[src/rtl/fuse_seq_pkg.sv]
// Shared definitions for the fuse programming sequencer.
// Assumes a packed timing word with fixed field positions.
package fuse_seq_pkg;
    localparam int PG_W   = 12;
    localparam int PG_LSB = 0;
    localparam int RLX_W  = 4;
    localparam int RLX_LSB = 12;
    localparam int RD_W   = 6;
    localparam int RD_LSB = 16;

    typedef enum logic [2:0] {
        ST_IDLE,
        ST_RD_STB,
        ST_RD_RLX,
        ST_PG_STB,
        ST_PG_RLX,
        ST_HOLD,
        ST_DONE
    } seq_state_t;
endpackage

[src/rtl/fuse_timing_decode.sv]
// Splits the packed timing word into phase lengths minus one.
// Assumes a zero strobe field means a one-cycle strobe; reserved bits unused.
module fuse_timing_decode
    import fuse_seq_pkg::*;
(
    input  logic [31:0]      timing_word,
    output logic [PG_W-1:0]  prog_m1,
    output logic [RD_W-1:0]  read_m1,
    output logic [RLX_W-1:0] relax_m1
);
    logic [PG_W-1:0]  pg_f;
    logic [RD_W-1:0]  rd_f;

    // Extract fields and convert to terminal counts
    always_comb begin
        pg_f     = timing_word[PG_LSB +: PG_W];
        rd_f     = timing_word[RD_LSB +: RD_W];
        relax_m1 = timing_word[RLX_LSB +: RLX_W];
        prog_m1  = (pg_f == '0) ? '0 : pg_f - PG_W'(1);
        read_m1  = (rd_f == '0) ? '0 : rd_f - RD_W'(1);
    end
endmodule

[src/rtl/fuse_stage_bank.sv]
// Holds the staged data words; writing slot 0 while accepting launches a burn.
// Assumes accept is high only when the controller is idle.
module fuse_stage_bank #(
    parameter int DATA_W  = 32,
    parameter int STAGE_N = 4,
    localparam int SEL_W  = $clog2(STAGE_N)
) (
    input  logic              clk,
    input  logic              rst_n,
    input  logic              we,
    input  logic [SEL_W-1:0]  sel,
    input  logic [DATA_W-1:0] wdata,
    input  logic              accept,
    input  logic [SEL_W-1:0]  rd_sel,
    output logic [DATA_W-1:0] rd_data,
    output logic              launch
);
    logic [DATA_W-1:0] slot_q [STAGE_N];

    assign launch = we && accept && (sel == '0);

    // Store accepted staging writes
    always_ff @(posedge clk) begin
        if (!rst_n) begin
            for (int i = 0; i < STAGE_N; i++) slot_q[i] <= '0;
        end else if (we && accept) begin
            slot_q[sel] <= wdata;
        end
    end

    // Burn data: slot 0 bypasses the value written in the launch cycle
    always_comb begin
        if (launch && rd_sel == '0) rd_data = wdata;
        else                        rd_data = slot_q[rd_sel];
    end
endmodule

[src/rtl/fuse_burn_ctrl.sv]
// Phase sequencer: serial pre-read, masked LSB-first burn, quiet hold, done.
// Assumes fuse_rdata is valid on the last cycle of each read strobe.
module fuse_burn_ctrl
    import fuse_seq_pkg::*;
#(
    parameter int DATA_W = 32,
    parameter int ADDR_W = 4,
    parameter int HOLD_W = 16,
    localparam int BIT_W = $clog2(DATA_W),
    localparam int CNT_W = (HOLD_W > PG_W) ? HOLD_W : PG_W
) (
    input  logic                    clk,
    input  logic                    rst_n,
    input  logic                    launch,
    input  logic [ADDR_W-1:0]       addr_in,
    input  logic [DATA_W-1:0]       word_in,
    input  logic [PG_W-1:0]         prog_m1,
    input  logic [RD_W-1:0]         read_m1,
    input  logic [RLX_W-1:0]        relax_m1,
    input  logic [HOLD_W-1:0]       hold_in,
    input  logic                    fuse_rdata,
    output logic                    idle,
    output logic                    busy,
    output logic                    done,
    output logic [ADDR_W+BIT_W-1:0] fuse_idx,
    output logic                    fuse_rd,
    output logic                    fuse_prog
);
    localparam logic [BIT_W-1:0] LAST = BIT_W'(DATA_W - 1);

    seq_state_t         state;
    logic [CNT_W-1:0]   cnt;
    logic [BIT_W-1:0]   bitn;
    logic [ADDR_W-1:0]  waddr;
    logic [DATA_W-1:0]  shreg;
    logic [DATA_W-1:0]  rdword;
    logic [PG_W-1:0]    prog_q;
    logic [RD_W-1:0]    read_q;
    logic [RLX_W-1:0]   relax_q;
    logic [HOLD_W-1:0]  hold_q;
    logic [DATA_W-1:0]  masked;

    // Data with already-blown fuses removed
    assign masked = shreg & ~rdword;

    // Phase sequencing, down-counter, shift register and read capture
    always_ff @(posedge clk) begin
        if (!rst_n) begin
            state   <= ST_IDLE;
            cnt     <= '0;
            bitn    <= '0;
            waddr   <= '0;
            shreg   <= '0;
            rdword  <= '0;
            prog_q  <= '0;
            read_q  <= '0;
            relax_q <= '0;
            hold_q  <= '0;
        end else begin
            unique case (state)
                ST_IDLE: if (launch) begin
                    state   <= ST_RD_STB;
                    cnt     <= CNT_W'(read_m1);
                    bitn    <= '0;
                    waddr   <= addr_in;
                    shreg   <= word_in;
                    rdword  <= '0;
                    prog_q  <= prog_m1;
                    read_q  <= read_m1;
                    relax_q <= relax_m1;
                    hold_q  <= hold_in;
                end
                ST_RD_STB: if (cnt == '0) begin
                    rdword[bitn] <= fuse_rdata;
                    state        <= ST_RD_RLX;
                    cnt          <= CNT_W'(relax_q);
                end else cnt <= cnt - CNT_W'(1);
                ST_RD_RLX: if (cnt == '0) begin
                    if (bitn == LAST) begin
                        bitn  <= '0;
                        shreg <= masked;
                        state <= masked[0] ? ST_PG_STB : ST_PG_RLX;
                        cnt   <= masked[0] ? CNT_W'(prog_q) : CNT_W'(relax_q);
                    end else begin
                        bitn  <= bitn + BIT_W'(1);
                        state <= ST_RD_STB;
                        cnt   <= CNT_W'(read_q);
                    end
                end else cnt <= cnt - CNT_W'(1);
                ST_PG_STB: if (cnt == '0) begin
                    state <= ST_PG_RLX;
                    cnt   <= CNT_W'(relax_q);
                end else cnt <= cnt - CNT_W'(1);
                ST_PG_RLX: if (cnt == '0) begin
                    shreg <= shreg >> 1;
                    if (bitn == LAST) begin
                        state <= ST_HOLD;
                        cnt   <= CNT_W'(hold_q);
                    end else begin
                        bitn  <= bitn + BIT_W'(1);
                        state <= shreg[1] ? ST_PG_STB : ST_PG_RLX;
                        cnt   <= shreg[1] ? CNT_W'(prog_q) : CNT_W'(relax_q);
                    end
                end else cnt <= cnt - CNT_W'(1);
                ST_HOLD: if (cnt == '0) state <= ST_DONE;
                         else cnt <= cnt - CNT_W'(1);
                ST_DONE: state <= ST_IDLE;
                default: state <= ST_IDLE;
            endcase
        end
    end

    assign idle      = (state == ST_IDLE);
    assign done      = (state == ST_DONE);
    assign busy      = !idle && !done;
    assign fuse_rd   = (state == ST_RD_STB);
    assign fuse_prog = (state == ST_PG_STB);
    assign fuse_idx  = {waddr, bitn};
endmodule

[src/rtl/fuse_burn_seq.sv]
// Top: staging slots, timing decode and burn sequencer for one fuse word.
// Assumes inputs synchronous to clk; word_addr is at least SEL_W bits wide.
module fuse_burn_seq #(
    parameter int DATA_W  = 32,
    parameter int ADDR_W  = 4,
    parameter int HOLD_W  = 16,
    parameter int STAGE_N = 4,
    localparam int SEL_W  = $clog2(STAGE_N),
    localparam int IDX_W  = ADDR_W + $clog2(DATA_W)
) (
    input  logic              clk,
    input  logic              rst_n,
    input  logic              stage_we,
    input  logic [SEL_W-1:0]  stage_sel,
    input  logic [DATA_W-1:0] stage_wdata,
    input  logic [ADDR_W-1:0] word_addr,
    input  logic [31:0]       timing_word,
    input  logic [HOLD_W-1:0] hold_cycles,
    output logic              busy,
    output logic              done,
    output logic [IDX_W-1:0]  fuse_idx,
    output logic              fuse_rd,
    output logic              fuse_prog,
    input  logic              fuse_rdata
);
    import fuse_seq_pkg::*;

    logic              idle;
    logic              launch;
    logic [DATA_W-1:0] burn_word;
    logic [PG_W-1:0]   prog_m1;
    logic [RD_W-1:0]   read_m1;
    logic [RLX_W-1:0]  relax_m1;

    fuse_stage_bank #(.DATA_W(DATA_W), .STAGE_N(STAGE_N)) u_stage (
        .clk(clk), .rst_n(rst_n), .we(stage_we), .sel(stage_sel),
        .wdata(stage_wdata), .accept(idle), .rd_sel(word_addr[SEL_W-1:0]),
        .rd_data(burn_word), .launch(launch)
    );

    fuse_timing_decode u_tdec (
        .timing_word(timing_word), .prog_m1(prog_m1),
        .read_m1(read_m1), .relax_m1(relax_m1)
    );

    fuse_burn_ctrl #(.DATA_W(DATA_W), .ADDR_W(ADDR_W), .HOLD_W(HOLD_W)) u_ctrl (
        .clk(clk), .rst_n(rst_n), .launch(launch), .addr_in(word_addr),
        .word_in(burn_word), .prog_m1(prog_m1), .read_m1(read_m1),
        .relax_m1(relax_m1), .hold_in(hold_cycles), .fuse_rdata(fuse_rdata),
        .idle(idle), .busy(busy), .done(done), .fuse_idx(fuse_idx),
        .fuse_rd(fuse_rd), .fuse_prog(fuse_prog)
    );
endmodule

[config.mk]
export PLATFORM = sky130hd
export DESIGN_NAME = fuse_burn_seq
export DESIGN_NICKNAME = d
export VERILOG_FILES = /design/src/rtl/fuse_seq_pkg.sv /design/src/rtl/fuse_timing_decode.sv /design/src/rtl/fuse_stage_bank.sv /design/src/rtl/fuse_burn_ctrl.sv /design/src/rtl/fuse_burn_seq.sv
export SDC_FILE = /design/constraint.sdc
export NUM_CORES = 1
export LEC_CHECK = 0
export ABC_AREA = 1
export CORE_MARGIN = 2
export CORE_UTILIZATION = 64
export CTS_CLUSTER_SIZE = 20
export DETAILED_ROUTE_END_ITERATION = 16
export DONT_BUFFER_PORTS = 1
export GPL_ROUTABILITY_DRIVEN = 0
export PLACE_DENSITY = 0.8
export SLEW_MARGIN = 40
export SYNTH_ARGS = -nofsm -noshare
export SYNTH_HDL_FRONTEND = slang
export SYNTH_SLANG_ARGS = --single-unit
export TNS_END_PERCENT = 30
[constraint.sdc]
create_clock -name clk -period 4.9 [get_ports clk]
set_input_delay 0.98 -clock clk [delete_from_list [all_inputs] [get_ports clk]]
set_output_delay 0.98 -clock clk [all_outputs]
set_load 0.02 [all_outputs]
==> summary.md, run 1 <==
| Metric | Value |
|---|---|
| Outcome | `complete, no violations` |
| Largest net degree at the start of global routing | `69` |
| Most common cell after layout, fill and taps aside | `nand2_1` |
| Post-Syn Area per Cell | `7.551 µm²` |
| Area delta synth->final | `7.127%` |
| Row count | `52` |
| Mapped Cells | `1774` |
| Unrepaired setup endpoints after global routing | `no` |
| Non-filler instance count after layout | `2022` |
| DR WL/cell | `18.31 µm` |
| Cell variety after synth | `43` |
| Total GRT Usage | `0.3321` |
| Final period util | `0.7143` |
| Worst R2R Start | `u_ctrl.bitn[0]$_SDFFE_PN0P_` |
| CP delay by family, top | `simple AND/OR/NAND/NOR gates` |
| DRC | `0` |
| Min-delay src | `u_ctrl.rdword[10]$_SDFFE_PN0P_` |
| VDD IR max | `0.3798 mV` |
| Total power | `8833 µW` |
| Required @ worst endpoint | `5.37 ns` |
| Post-Syn Area | `13400 µm²` |
| Mapped Nets | `1873` |
| Crit-path cells | `ha_1, nand2_1, nor2_1, ha_1, inv_2, nor2_1, inv_2, nor2_1, nand2_1, o21ai_0, nand2_1, a21oi_1` |
| Fin. max-slew vios | `0` |
| Share of post-route cells with drive strength above 1 | `0.06336` |
| CTS clock-pin slew for the worst setup and hold paths | `0.07 ns` |
| P_leak | `0.005867 µW` |
| Final WL | `37030 µm` |
| Number of gates resized after cts | `0` |
| Core box area | `20360 µm²` |
| Fmax achieved | `0.2857 GHz` |
| TritonCTS Buffers | `27` |
| Primary FF master, synth | `dfxtp_1` |
| GRT overflow | `0` |
| H-tree Lvls | `1` |
| I/O Pins | `103` |
| Clock skew | `0.01853 ns` |
| Clk Tree Root Cell | `clkbuf_16` |
| Yosys reg bits | `258` |
| DR vias | `12.09k` |
| Antenna Cells | `0` |
| Crit path largest cell delay | `0.71 ns` |
| Vias in the first global route | `11.23k` |
| First drt pass iteration count | `7` |
| Max-cap violations | `0` |
| CP Max Fanout | `15` |
| Max_slew headroom | `0.4273` |
| PortBufs | `0` |
| Vias per cell | `5.977` |
| Critical path buffers and inverters | `2` |
| Clock latency on the worst-skew pair | `0.54 ns` |
| Setup bufs post-CTS | `0` |
| FF-to-FF setup slack | `1.40 ns` |
| CP Launch Point | `u_ctrl.bitn[0]$_SDFFE_PN0P_` |
| Final hold vios | `0` |
| Worst R2R End | `u_ctrl.cnt[12]$_SDFFE_PN0P_` |
| CP Class | `reg2reg` |
| Commonest cells after routing, fill and taps aside | `371 x nand2_1, 323 x nor2_1, 176 x inv_1, 139 x o21ai_0, 130 x dfxtp_1` |
| Min cycle time layout | `3.500 ns` |
| R2R cell count | `12` |
| Startpoint Class | `flop` |
| Clock Tree Buf Depth | `3` |
| First-pass GRT wire length | `58020 µm` |
| Nets | `1831` |
| Final core utilization | `0.7047` |
| Hold Crit Depth | `2` |
| Vert. Die Dim | `148.7 µm` |
| Setup violations, final | `0` |
| Initial Utilization | `0.6578` |
| FFs w/ async S/R, synth | `0` |
| Register area share after synthesis | `0.4812` |
| DRT antenna net count | `0` |
| Critical Path Slowest Stage Cell | `nor2_1` |
| Sink Count | `258` |
| Crit path capture type | `flop` |
| Critical path endpoint | `u_ctrl.cnt[12]$_SDFFE_PN0P_` |
| Levels on crit path | `12` |
| Die Width | `148.7 µm` |
| Slew @ Worst Pin | `0.8558 ns` |
| Setup TNS | `0 ns` |
| Synth Warn # | `0` |
| Initial DRC Count | `1261` |
| EDFF count, synth | `128` |
| Cts hold-fix bufs | `0` |
| Cell Count Post-Placement | `1972` |
| DP HPWL | `23750 µm` |
| CTS tree | `built` |
| Arrival time worst endpoint | `3.97 ns` |
| Initial antenna violation count | `0` |
| Hold crit path type | `reg2reg` |
| Power Density | `615.6 nW/µm²` |
| Die area | `22100 µm²` |
[worst min-delay path by stage]
stage / endpoint / slack [ns]
finish: u_ctrl.rdword[10]$_SDFFE_PN0P_ / 0.45
global route: u_ctrl.rdword[1]$_SDFFE_PN0P_ / 0.46
CTS: u_ctrl.rdword[3]$_SDFFE_PN0P_ / 0.45
detailed placement: u_ctrl.rdword[3]$_SDFFE_PN0P_ / 0.44
global placement: u_ctrl.rdword[10]$_SDFFE_PN0P_ / 0.43
floorplan: u_ctrl.rdword[19]$_SDFFE_PN0P_ / 0.42
[power by group]
part           switching (µW)  internal [µW]
Combinational            2740           1130
Clock                     846           1110
Sequential                279           2720
[Yosys cell counts, types with 2 or more instances]
master,number,area share
o31ai_1,2,0.0011
nand2_2,4,0.0019
nand3_2,2,0.0015
buf_4,4,0.0022
nand3b_1,3,0.0017
a22o_1,14,0.0092
o21ai_0,140,0.052
ha_1,9,0.0084
nand3_1,74,0.028
o32ai_1,11,0.0072
dfxtp_1,130,0.19
inv_2,7,0.0020
buf_2,18,0.0067
nor2_4,5,0.0042
o21ai_1,14,0.0052
nor3_1,30,0.011
o211ai_1,2,0.0011
nand2_1,371,0.10
xnor2_1,4,0.0026
o22ai_1,26,0.012
a32o_1,4,0.0030
a21oi_1,123,0.046
inv_1,177,0.050
nor2_1,325,0.091
nand4_1,31,0.014
clkbuf_1,64,0.018
nor3_2,11,0.0082
buf_6,6,0.0050
xor2_1,14,0.0092
nor2_2,9,0.0042
edfxtp_1,128,0.29
[registers in the layout, summed over array words and instances, names as in the netlist]
| register | flops |
|---|---|
| u_stage.slot_q | 128 |
| u_ctrl.rdword | 32 |
| u_ctrl.shreg | 32 |
| u_ctrl.cnt | 16 |
| u_ctrl.hold_q | 16 |
| u_ctrl.prog_q | 12 |
| u_ctrl.read_q | 6 |
| u_ctrl.bitn | 5 |
| u_ctrl.relax_q | 4 |
| u_ctrl.waddr | 4 |
| u_ctrl.state | 3 |
[stage by stage]
stage | hold slack, ns | worst slack (ns) | area (µm²)
after detailed placement | 0.4355 | 1.353 | 13490
final | 0.4461 | 1.400 | 14350
after floorplan | 0.4237 | 0.8874 | 13400
after global routing | 0.4580 | 1.209 | 14350
after CTS | 0.4456 | 1.516 | 14330
after global placement | 0.4317 | 1.461 | 13490
[cells by family (layout without fill, tap and decap cells)]
| logic type | count (synthesis) | after routing | synth area share |
|---|---|---|---|
| DFF | 258 | 258 | 0.4812 |
| AOI/OAI and AO/OA | 341 | 341 | 0.1414 |
| buffers and inverters | 280 | 258 | 0.08491 |
| and+or+nand+nor | 868 | 868 | 0.2723 |
| adders and majority gates | 9 | 9 | 0.008407 |
| xor gates and xnor gates | 18 | 18 | 0.01177 |
[cell type report]
class                      instances  area, µm²
clock buffer                      31      690.7
fill                            1675       6015
sequential                       258       6446
clock inverter                    18      148.9
tap                              270      337.8
inverter                         186      703.2
multi-input combinational       1236       5847
timing repair buffer              23      176.4
[routing by layer]
| metal | vias up | share of wire | track usage |
|---|---|---|---|
| met5 | - | 0 | 0 |
| met4 | 0 | 0.036 | 0.1281 |
| met2 | 600 | 0.47 | 0.5449 |
| met3 | 89 | 0.10 | 0.05920 |
| met1 | 5639 | 0.39 | 0.4420 |
| li1 | 5757 | - | - |
[worst min-delay path: stages (launching register included)]
cell and delay [ns]:
dfxtp_1 0.31, inv_1 0.05, a21oi_1 0.05
(Power assumes the default switching activity.)
==> inputs of run 2 (changes only) <==
Settings changed: CORE_UTILIZATION 64 to 58, PLACE_DENSITY 0.8 to 0.76.
Clock period 4.9 ns to 3.15 ns, I/O delays scaled along.
==> summary.md, run 2 (synthesized netlist as in run 1, its figures left out) <==
| Metric | Value |
|---|---|
| Outcome | `complete, no violations (unchanged)` |
| Final period util | `0.8387 (was 0.7143)` |
| Area delta synth->final | `10.12% (was 7.127%)` |
| Metal3 WL | `3590 µm (was 3762 µm)` |
| TritonCTS Buffers | `28 (was 27)` |
| Antenna Cells | `0 (unchanged)` |
| Die Width | `156.0 µm (was 148.7 µm)` |
| Clock skew | `0.03029 ns (was 0.01853 ns)` |
| Commonest cells after routing, fill and taps aside | `371 x nand2_1, 323 x nor2_1, 175 x inv_1, 139 x o21ai_0, 130 x dfxtp_1 (was 371 x nand2_1, 323 x nor2_1, 176 x inv_1, 139 x o21ai_0, 130 x dfxtp_1)` |
| Crit-path cells | `inv_4, nand2_1, nor2_4, buf_4, nand2_1, clkinv_1, o21ai_0, a21oi_1 (was ha_1, nand2_1, nor2_1, ha_1, inv_2, nor2_1, inv_2, nor2_1, nand2_1, o21ai_0, nand2_1, a21oi_1)` |
| Design Area, Final | `14750 µm² (was 14350 µm²)` |
| H-tree Lvls | `1 (unchanged)` |
| Power Density | `977.9 nW/µm² (was 615.6 nW/µm²)` |
| DRC | `0 (unchanged)` |
| Most common cell on crit path | `nand2_1` |
| Top Metal Used | `met4 (unchanged)` |
| GRT overflow | `0 (unchanged)` |
| Initial antenna violation count | `0 (unchanged)` |
| DR WL/cell | `17.89 µm (was 18.31 µm)` |
| Routed wl met2 | `17430 µm (was 17340 µm)` |
| Arrival time worst endpoint | `3.06 ns (was 3.97 ns)` |
| Core box area | `22640 µm² (was 20360 µm²)` |
| Max_slew headroom | `0.4902 (was 0.4273)` |
| Max reg flops | `128 (unchanged)` |
| Crit path capture type | `flop (unchanged)` |
| Vias per cell | `5.840 (was 5.977)` |
| Unrepaired setup endpoints after global routing | `no (unchanged)` |
| Required @ worst endpoint | `3.57 ns (was 5.37 ns)` |
| Final core utilization | `0.6516 (was 0.7047)` |
| First drt pass iteration count | `5 (was 7)` |
| Vias in the first global route | `11.32k (was 11.23k)` |
| Number of gates resized after cts | `0 (unchanged)` |
| Largest net degree at the start of global routing | `69 (unchanged)` |
| Area of placed instances | `13670 µm² (was 13490 µm²)` |
| Setup bufs post-CTS | `0 (unchanged)` |
| Total GRT Usage | `0.2991 (was 0.3321)` |
| Final hold slack | `0.1840 ns (was 0.4461 ns)` |
| Sink Count | `258 (unchanged)` |
| Max-cap violations | `0 (unchanged)` |
| Non-filler instance count after layout | `2057 (was 2022)` |
| First-pass GRT wire length | `57880 µm (was 58020 µm)` |
| Cts hold-fix bufs | `0 (unchanged)` |
| Setup violations, final | `0 (unchanged)` |
| Clock Tree Buf Depth | `3 (unchanged)` |
| Critical Path Slowest Stage Cell | `clkinv_1 (was nor2_1)` |
| Min cycle time layout | `2.642 ns (was 3.500 ns)` |
| VDD IR max | `0.6646 mV (was 0.3798 mV)` |
| Clock latency on the worst-skew pair | `0.56 ns (was 0.54 ns)` |
| I/O Pins | `103 (unchanged)` |
| CP Class | `reg2reg (unchanged)` |
| DP HPWL | `23710 µm (was 23750 µm)` |
| Final hold vios | `0 (unchanged)` |
| P_leak | `0.006072 µW (was 0.005867 µW)` |
| Initial DRC Count | `1093 (was 1261)` |
| Fin. max-slew vios | `0 (unchanged)` |
| DRT antenna net count | `0 (unchanged)` |
| Vert. Die Dim | `156.0 µm (was 148.7 µm)` |
| Biggest register | `u_stage.slot_q (unchanged)` |
| Startpoint Class | `flop (unchanged)` |
| Clk Tree Root Cell | `clkbuf_16 (unchanged)` |
| Die area | `24330 µm² (was 22100 µm²)` |
| Total power | `14430 µW (was 8833 µW)` |
| Critical path buffers and inverters | `3 (was 2)` |
| CTS tree | `built (unchanged)` |
| PortBufs | `0 (unchanged)` |
| Share of post-route cells with drive strength above 1 | `0.07901 (was 0.06336)` |
| Most common cell after layout, fill and taps aside | `nand2_1 (unchanged)` |
| Crit path largest cell delay | `0.62 ns (was 0.71 ns)` |
| Fmax achieved | `0.3785 GHz (was 0.2857 GHz)` |
| Met1 wire length | `14560 µm (was 14580 µm)` |
| CP delay by family, top | `buffers and inverters (was simple AND/OR/NAND/NOR gates)` |
| Row count | `55 (was 52)` |
| Final WL | `36810 µm (was 37030 µm)` |
| DR vias | `12.01k (was 12.09k)` |
| Hold crit path type | `in2reg (was reg2reg)` |
| CTS clock-pin slew for the worst setup and hold paths | `0.06 ns (was 0.07 ns)` |
| Slew @ Worst Pin | `0.7599 ns (was 0.8558 ns)` |
| CP Max Fanout | `30 (was 15)` |
| Biggest regs | `u_stage.slot_q: 128 flops, u_ctrl.rdword: 32 flops, u_ctrl.shreg: 32 flops (unchanged)` |
| Cell Count Post-Placement | `2005 (was 1972)` |
| Nets | `1849 (was 1831)` |
| Initial Utilization | `0.5917 (was 0.6578)` |
run 2: changes by cell type in the layout (fill, tap and decap cells not counted), moves of 2 or more:
cell        previous run  this run
buf_4                 22        38
clkbuf_16             27        34
clkbuf_8               0         5
clkinv_1               7         2
clkbuf_1               4         0
buf_12                 0         2
clkinvlp_2             2         0
clkinvlp_4             2         4
run 2: routing by layer:
layer  vias to the layer above  track usage
met5                         -            0
met4                         0       0.1193
met3                        79      0.05417
met2                       549       0.4943
met1                      5581       0.3913
li1                       5804            -
run 2: final cells by class:
type | count | area [µm²]
Sequential cell | 258 | 6446
Timing Repair Buffer | 40 | 325.3
Clock buffer | 39 | 919.6
Multi-Input combinational cell | 1236 | 5842
Fill cell | 1913 | 7889
Clock inverter | 13 | 161.4
Tap cell | 285 | 356.6
Inverter | 186 | 700.7
run 2: path summary, 6_finish.rpt:
| kind | start | endpoint | slack [ns] | depth (start not counted) |
|---|---|---|---|---|
| hold reg to reg | u_ctrl.rdword[13]$_SDFFE_PN0P_ | u_ctrl.rdword[13]$_SDFFE_PN0P_ | 0.44 | 2 |
| hold / removal | timing_word[0] | u_ctrl.prog_q[0]$_SDFFE_PN0P_ | 0.18 | 1 |
| setup reg to reg | u_ctrl.state[2]$_SDFFE_PN0P_ | u_ctrl.rdword[18]$_SDFFE_PN0P_ | 0.51 | 8 |
| setup / recovery | u_ctrl.state[2]$_SDFFE_PN0P_ | u_ctrl.rdword[18]$_SDFFE_PN0P_ | 0.51 | 8 |
run 2: metrics by stage:
stage	worst slack (ns)	TNS (ns)
floorplan	-0.4510	-14.43
global placement	0.6667	0
detailed placement	0.6336	0
CTS	0.5874	0
global route	0.3217	0
finish	0.5080	0
run 2: where the power goes:
| group | total, µW | switching (µW) | internal, µW |
|---|---|---|---|
| Combinational | 6060 | 4240 | 1820 |
| Clock | 3700 | 1410 | 2290 |
| Sequential | 4660 | 425 | 4230 |
